[src/rtl/apt_pkg.sv]
package apt_pkg;
   typedef enum logic [1:0] {
      GRP_G0   = 2'd0,
      GRP_G1S  = 2'd1,
      GRP_G1NS = 2'd2,
      GRP_NONE = 2'd3
   } apt_grp_e;

   localparam int unsigned NUM_GROUPS = 3;
endpackage

[src/rtl/apt_lowbit.sv]
// Finds the lowest set bit of a vector.
module apt_lowbit #(
   parameter int unsigned W  = 32,
   localparam int unsigned IW = $clog2(W)
) (
   input  logic [W-1:0]  vec,
   output logic          any,
   output logic [IW-1:0] idx
);
   always_comb begin
      any = 1'b0;
      idx = '0;
      for (int i = W - 1; i >= 0; i--) begin
         if (vec[i]) begin
            any = 1'b1;
            idx = IW'(i);
         end
      end
   end
endmodule

[src/rtl/apt_group_bank.sv]
// One group's active-level bitmap: set on acknowledge, lowest bit cleared on drop.
module apt_group_bank #(
   parameter int unsigned LEVELS = 32,
   localparam int unsigned IW    = $clog2(LEVELS)
) (
   input  logic              clk,
   input  logic              rst_n,
   input  logic              set_en,
   input  logic [IW-1:0]     set_idx,
   input  logic              drop_en,
   output logic [LEVELS-1:0] bitmap
);
   logic [LEVELS-1:0] set_vec;
   logic [LEVELS-1:0] kept;

   always_comb begin
      set_vec = '0;
      if (set_en) set_vec[set_idx] = 1'b1;
      // clearing the lowest set bit of the whole map equals clearing it in the first nonzero word
      kept = drop_en ? (bitmap & (bitmap - LEVELS'(1))) : bitmap;
   end

   always_ff @(posedge clk) begin
      if (!rst_n) bitmap <= '0;
      else        bitmap <= kept | set_vec;
   end
endmodule

[src/rtl/apt_select.sv]
// Picks the group holding the most urgent active level, with fixed tie order.
module apt_select
   import apt_pkg::*;
#(
   parameter int unsigned LEVELS = 32,
   localparam int unsigned IW    = $clog2(LEVELS)
) (
   input  logic [NUM_GROUPS-1:0][LEVELS-1:0] maps,
   output apt_grp_e                          grp,
   output logic                              any,
   output logic [IW-1:0]                     best_idx
);
   logic [NUM_GROUPS-1:0]         g_any;
   logic [NUM_GROUPS-1:0][IW-1:0] g_idx;

   for (genvar g = 0; g < NUM_GROUPS; g++) begin : g_low
      apt_lowbit #(.W(LEVELS)) u_low (
         .vec (maps[g]),
         .any (g_any[g]),
         .idx (g_idx[g])
      );
   end

   logic ns_wins, s_wins;
   always_comb begin
      ns_wins = g_any[GRP_G1NS]
              && (!g_any[GRP_G0]  || (g_idx[GRP_G1NS] < g_idx[GRP_G0]))
              && (!g_any[GRP_G1S] || (g_idx[GRP_G1NS] < g_idx[GRP_G1S]));
      s_wins  = g_any[GRP_G1S]
              && (!g_any[GRP_G0]  || (g_idx[GRP_G1S] < g_idx[GRP_G0]));
      if (ns_wins) begin
         grp = GRP_G1NS; best_idx = g_idx[GRP_G1NS];
      end else if (s_wins) begin
         grp = GRP_G1S;  best_idx = g_idx[GRP_G1S];
      end else if (g_any[GRP_G0]) begin
         grp = GRP_G0;   best_idx = g_idx[GRP_G0];
      end else begin
         grp = GRP_NONE; best_idx = '0;
      end
      any = |g_any;
   end
endmodule

[src/rtl/apt_eoi_ctrl.sv]
// Decides whether an end-of-interrupt is accepted, which group it drops, and whether it deactivates.
module apt_eoi_ctrl
   import apt_pkg::*;
#(
   parameter int unsigned ID_W    = 24,
   parameter int unsigned NUM_IRQ = 1020
) (
   input  logic            eoi_req,
   input  logic            eoi_grp1,
   input  logic [ID_W-1:0] eoi_id,
   input  logic            cpu_secure,
   input  logic            cpu_monitor,
   input  logic            split_mon,
   input  logic            split_el1_s,
   input  logic            split_el1_ns,
   input  apt_grp_e        cur_grp,
   output logic            accept,
   output apt_grp_e        target,
   output logic            deact
);
   logic id_ok, split;

   always_comb begin
      id_ok  = (32'(eoi_id) < NUM_IRQ);
      if (!eoi_grp1)       target = GRP_G0;
      else if (cpu_secure) target = GRP_G1S;
      else                 target = GRP_G1NS;
      if (cpu_monitor)     split = split_mon;
      else if (cpu_secure) split = split_el1_s;
      else                 split = split_el1_ns;
      accept = eoi_req && id_ok && (cur_grp == target);
      deact  = accept && !split;
   end
endmodule

[src/rtl/active_prio_tracker.sv]
module active_prio_tracker
   import apt_pkg::*;
#(
   parameter int unsigned LEVELS  = 32,
   parameter int unsigned PRIO_W  = 8,
   parameter int unsigned ID_W    = 24,
   parameter int unsigned NUM_IRQ = 1020
) (
   input  logic              clk,
   input  logic              rst_n,
   input  logic              ack_req,
   input  logic [1:0]        ack_grp,
   input  logic [PRIO_W-1:0] ack_prio,
   input  logic [PRIO_W-1:0] ack_mask,
   input  logic [ID_W-1:0]   ack_id,
   input  logic              eoi_req,
   input  logic              eoi_grp1,
   input  logic [ID_W-1:0]   eoi_id,
   input  logic              cpu_secure,
   input  logic              cpu_monitor,
   input  logic              split_mon,
   input  logic              split_el1_s,
   input  logic              split_el1_ns,
   output logic              act_valid,
   output logic [ID_W-1:0]   act_id,
   output logic              drop_valid,
   output logic              deact_valid,
   output logic [ID_W-1:0]   deact_id,
   output logic [PRIO_W-1:0] running_prio,
   output logic [1:0]        top_grp
);
   localparam int unsigned IW = $clog2(LEVELS);

   if (LEVELS < 2 || (LEVELS * 2) > (1 << PRIO_W)) begin : g_bad_levels
      $error("LEVELS must be at least 2 and fit the priority width");
   end
   if (ID_W < 11 || ID_W > 32) begin : g_bad_idw
      $error("ID_W must hold the spurious ID range and be at most 32");
   end

   logic [NUM_GROUPS-1:0][LEVELS-1:0] maps;
   logic [NUM_GROUPS-1:0]             set_en, drop_en;
   logic [PRIO_W-1:0]                 masked;
   logic [PRIO_W-2:0]                 lvl;
   logic                              lvl_ok;
   apt_grp_e                          cur_grp, target;
   logic                              any_act, accept, deact;
   logic [IW-1:0]                     best_idx;

   always_comb begin
      masked = ack_prio & ack_mask;
      lvl    = masked[PRIO_W-1:1];
      lvl_ok = (32'(lvl) < LEVELS);
   end

   for (genvar g = 0; g < NUM_GROUPS; g++) begin : g_bank
      assign set_en[g]  = ack_req && lvl_ok && (ack_grp == 2'(g));
      assign drop_en[g] = accept && (target == apt_grp_e'(g));
      apt_group_bank #(.LEVELS(LEVELS)) u_bank (
         .clk     (clk),
         .rst_n   (rst_n),
         .set_en  (set_en[g]),
         .set_idx (IW'(lvl)),
         .drop_en (drop_en[g]),
         .bitmap  (maps[g])
      );
   end

   apt_select #(.LEVELS(LEVELS)) u_sel (
      .maps     (maps),
      .grp      (cur_grp),
      .any      (any_act),
      .best_idx (best_idx)
   );

   apt_eoi_ctrl #(.ID_W(ID_W), .NUM_IRQ(NUM_IRQ)) u_eoi (
      .eoi_req      (eoi_req),
      .eoi_grp1     (eoi_grp1),
      .eoi_id       (eoi_id),
      .cpu_secure   (cpu_secure),
      .cpu_monitor  (cpu_monitor),
      .split_mon    (split_mon),
      .split_el1_s  (split_el1_s),
      .split_el1_ns (split_el1_ns),
      .cur_grp      (cur_grp),
      .accept       (accept),
      .target       (target),
      .deact        (deact)
   );

   always_ff @(posedge clk) begin
      if (!rst_n) begin
         act_valid   <= 1'b0;
         act_id      <= '0;
         drop_valid  <= 1'b0;
         deact_valid <= 1'b0;
         deact_id    <= '0;
      end else begin
         act_valid   <= ack_req;
         drop_valid  <= accept;
         deact_valid <= deact;
         if (ack_req) act_id   <= ack_id;
         if (deact)   deact_id <= eoi_id;
      end
   end

   always_comb begin
      running_prio = any_act ? PRIO_W'({best_idx, 1'b0}) : '1;
      top_grp      = cur_grp;
   end
endmodule

[config.mk]
export PLATFORM = sky130hd
export DESIGN_NAME = active_prio_tracker
export DESIGN_NICKNAME = d
export VERILOG_FILES = /design/src/rtl/apt_pkg.sv /design/src/rtl/apt_lowbit.sv /design/src/rtl/apt_group_bank.sv /design/src/rtl/apt_select.sv /design/src/rtl/apt_eoi_ctrl.sv /design/src/rtl/active_prio_tracker.sv
export SDC_FILE = /design/constraint.sdc
export NUM_CORES = 1
export LEC_CHECK = 0
export BUFFER_PORTS_ARGS = -buffer_cell sky130_fd_sc_hd__buf_2
export CAP_MARGIN = 5
export CORE_AREA = 4 4 190 192
export DETAILED_ROUTE_END_ITERATION = 10
export DIE_AREA = 0 0 194 196
export GPL_TIMING_DRIVEN = 1
export PLACE_DENSITY = 0.47
export SETUP_SLACK_MARGIN = 0.15
export SYNTH_ARGS = -nofsm -noshare
export SYNTH_HDL_FRONTEND = slang
export SYNTH_SLANG_ARGS = --single-unit
[constraint.sdc]
create_clock -name clk -period 5.6 [get_ports clk]
set_input_delay 1.4 -clock clk [delete_from_list [all_inputs] [get_ports clk]]
set_output_delay 1.4 -clock clk [all_outputs]
set_load 0.005 [all_outputs]
==> results <==
- The first detailed-routing pass took 8 iterations.
- The number of max-cap violations is 0.
- The repair_antennas step left the layout with diodes totalling 0.
- The TritonCTS clock tree is built.
- The cell count after synthesis came out at 1023.
- In this run the worst setup path terminates at top_grp[0].
- The clock network fraction of total power is 48.7%.
- The clock tree synthesis step divided the H-tree into 4 levels.
- The worst hold slack across all endpoints is between 400 and 500 ps.
- The setup path with the least slack is of type reg -> out.
- The initial cell density of the core is 22.9%.
- In this run the number of cells on the critical path is 17.
- The number of cells on the worst reg-to-reg path is 23.
- The endpoint identified for the worst register-to-register timing path is deact_id[22].
- Compared with the post-synthesis result, the final layout area differs by 28.1%.
- The portion of the post-synthesis area used by sequential elements is a little under two fifths.
- The initial antenna violation count came to 0.
- The number of design-rule violations left by the first detailed-router iteration is 712.
- By area the synthesized netlist is led by sky130_fd_sc_hd__dfxtp_1 37%, sky130_fd_sc_hd__nor2_1 6.4%, sky130_fd_sc_hd__a21oi_1 6.1%.
- The setup TNS is 0 ps.
- After layout, the worst setup slack is 244 ps.
- After synthesis the netlist holds a flip-flop and latch count of 147.
- The total clock buffers created by CTS is 17.
- CTS placed an instance of sky130_fd_sc_hd__clkbuf_16 at the clock tree root.
- The mapped netlist covers 0.00787 mm2.
- The number of failing hold endpoints at the final stage is 0.
- The aggregate global routing overflow is 0.
- Traced cell by cell, the critical path runs through buf_4, or3_1, o21ai_1, a21oi_1, o41ai_2, a21oi_2, ha_1, a21o_1, a21oi_2, nor2b_1, a2111oi_2, buf_4, buf_4, or3_1, a31o_2, inv_1, buf_2.
- The switching component of the power is a little over 0.0007 W.
- The worst register-to-register path begins at g_bank[2].u_bank.bitmap[26].
- The peak per-stage delay on the critical path is 410 ps.
- The combinational fraction of design power is between 10% and 20%.
- The async set-reset flop share out of synthesis is 0%.
- The distinct cell type count of the synthesized netlist is between 70 and 80.
- The max-slew violation count is 0.
- The transition at the pin with the smallest max-transition slack is 802 ps.
- The number of buffer and inverter instances along the worst setup path is 5.
- The number of global-route vias before repair is a little under 8000.
- The kind of start point of the critical path is a flop.
- The TritonCTS sink count is 147.
- The number of nets produced by synthesis is 1111.
- Dividing the detail-routed wire length by the instance count gives 18.3 um.
- Hold repair after CTS inserted 0 buffers.
- The total number of vias is slightly above 8000.
- Of the cells placed in the final design, the portion with a size suffix greater than 1 is between 20% and 30%.
- Entering global routing, the biggest net connects 76 pins.
- Counting along the longest clock path gives a buffer depth of 2.
- A synthesized cell averages around 7.7 um2.
- The later pin in the worst-skew pair is clocked with a latency of 440 ps.
- The worst-case IR drop observed on VDD is 0.208 mV.
- Yosys mapped a number of flops with a built-in enable equal to 0.
- The critical path starts at g_bank[2].u_bank.bitmap[28].
- The slack of the worst reg-to-reg path is 890 ps.
- The most prevalent standard cell on the critical path is sky130_fd_sc_hd__buf_4.
- Setup repair after global routing could not meet its margin everywhere.
- The Yosys step of the flow raised 0 warnings.
- The routed wire length is 30000 um.
- The required time of the critical path is 4200 ps.
- The count of endpoints failing setup in the final report is 0.
- Global routing used between 10% and 20% of the available tracks.
- The path class of the lowest-slack min-delay path is reg -> reg.
- Summed over its instances, the top area cell type makes up 37.4% of the synthesized netlist area.
- The largest clock skew in the final design is 14.9 ps.
- The post-route antenna net violation count is 0.
- In the routed design, unresolved DRC markers number 0.
- Sequential cells burn between 40% and 50% of the power.
- Detailed placement ended at an HPWL of roughly 22000 um.
- In this run the horizontal extent of the chip is 194 um.
- For the worst setup path, the data arrival time is slightly below 4000 ps.
- The clock period minus worst slack is 5360 ps.
- Static timing analysis puts the maximum clock frequency at 0.187 GHz.
- Net switching is 26.5% of the power.
- The global-route wire length before repair is 46200 um.
- For this design the static power due to leakage is ~4.0 nW.
- The floorplan step defined a die boundary enclosing ~0.038 mm2.
- At the end of routability-driven placement, the weighted congestion stood at 0.906.
- The worst relative slew slack is roughly 46%.
- The internal portion of the total power is 0.00195 W.
- The number of nets in the finished design is 1261.
- The biggest fanout along the worst timing path is 5.
- The design draws 0.00265 W.
- After layout, the worst path uses 95.7% of the clock period.
- The top-level port count is roughly 140.
- The flow ran to the end, and the final reports show no timing, DRC or antenna violations.
- The fraction of the core area covered by cells at the end of the flow is 29.3%.
- The core region is 0.0344 mm2.
- The slowest stage of the critical path belongs to the cell sky130_fd_sc_hd__o41ai_2.
- Before CTS, the worst setup slack after placement is 135 ps.
- The most instantiated library cell after synthesis is sky130_fd_sc_hd__dfxtp_1.
- The number of port buffers is 134.
- The routed via count divided by cell count is 5.06.
- The category of the worst setup path capture point is an output pin.
- After synthesis, the most frequently instantiated cells are 147 x sky130_fd_sc_hd__dfxtp_1, 134 x sky130_fd_sc_hd__nor2_1, 101 x sky130_fd_sc_hd__nand2_1.
- The power density over the cells is about 260 mW/mm2.
- The kind of cell with the highest combined delay on the critical path is compound AO/OA/AOI/OAI gates.
- The die height is 196 um.
- The most used flip-flop cell after synthesis is sky130_fd_sc_hd__dfxtp_1.
- Of all cell types, the one taking the most synthesized area is sky130_fd_sc_hd__dfxtp_1.
- The clock transition time at the flip-flop clock pins of the worst setup and hold paths is 70 ps.
- The number of rows created at floorplan is 68.
-- flip-flops by register name (all words and copies together), names as in the netlist --
name / cells
act_id: 24
act_valid: 1
deact_id: 24
deact_valid: 1
drop_valid: 1
g_bank.u_bank.bitmap: 96
-- timing repair --
item,4_1_cts,5_1_grt
gates resized for setup,24,41
endpoints found under the hold margin,0,0
setup endpoints to repair,7,7
buffers inserted,4,4
pin swaps,11,15
-- how the worst min path moves through the flow --
stage,startpoint,endpoint,slack (ps),cells after the start
finish,deact_id[6],deact_id[6],460,2
global route,deact_id[5],deact_id[5],490,2
CTS,deact_id[6],deact_id[6],470,2
detailed placement,deact_id[6],deact_id[6],460,2
global placement,deact_id[6],deact_id[6],450,2
floorplan,g_bank[0].u_bank.bitmap[21],g_bank[0].u_bank.bitmap[21],450,2
-- cells in the final DEF (no fill, tap or decap), drive strengths merged, types with 8 or more instances in the layout --
cell    instances
buf           178
dfxtp         147
nor2          135
nand2         101
a21oi          96
o21ai          79
nor3           46
nor4           38
nand3          36
o31ai          31
inv            31
mux2i          27
nand4          20
clkbuf         19
and3           17
and2           13
nor2b          12
nand2b         12
ha             12
a211oi         11
or3             9
o211ai          9
or2             8
o311ai          8
o41ai           8
-- logic make-up after synthesis --
logic type	count (synthesis)	synth area share [%]
flops	147	37.4
fa+ha+maj	12	1.91
simple gates	462	29.0
xor+xnor	2	0.318
mux	27	3.44
buf+inv	74	4.10
compound gates	299	23.8
-- power groups by stage --
stage | logic [W] | clock network, W | registers [W]
after global routing | 0.000321 | 0.00136 | 0.00107
after floorplan | 0.000150 | 0 | 0.00109
after CTS | 0.000285 | 0.00133 | 0.00106
final | 0.000294 | 0.00129 | 0.00106
after global placement | 0.000276 | 0 | 0.00109
after detailed placement | 0.000277 | 0 | 0.00109
-- tightest hold or removal path: stages, from the launching register on --
cell and delay, ps:
sky130_fd_sc_hd__dfxtp_1 310, sky130_fd_sc_hd__o31ai_1 60, sky130_fd_sc_hd__a21oi_1 50
-- layer usage --
metal | track usage, % | vias to the layer above | wire, um
li1 | - | 4083 | -
met1 | 21.1 | 3929 | 14000
met2 | 24.0 | 261 | 13700
met3 | 2.78 | 30 | 1690
met4 | 4.95 | 0 | 646
met5 | 0 | - | 0
-- per-stage QoR --
step / cells / cell area, um2
after floorplan: 1023 / 7870
after global placement: 1601 / 9170
after detailed placement: 1601 / 9170
after CTS: 1637 / 9920
after global routing: 1641 / 10100
final: 1641 / 10100
-- cell type report --
cell class	instances	area, um2
Clock buffer	19	453
Clock inverter	13	196
Fill cell	3754	24300
Inverter	27	101
Multi-Input combinational cell	802	4800
Sequential cell	147	2950
Tap cell	455	569
Timing Repair Buffer	178	1000
(Power assumes the default switching activity.)
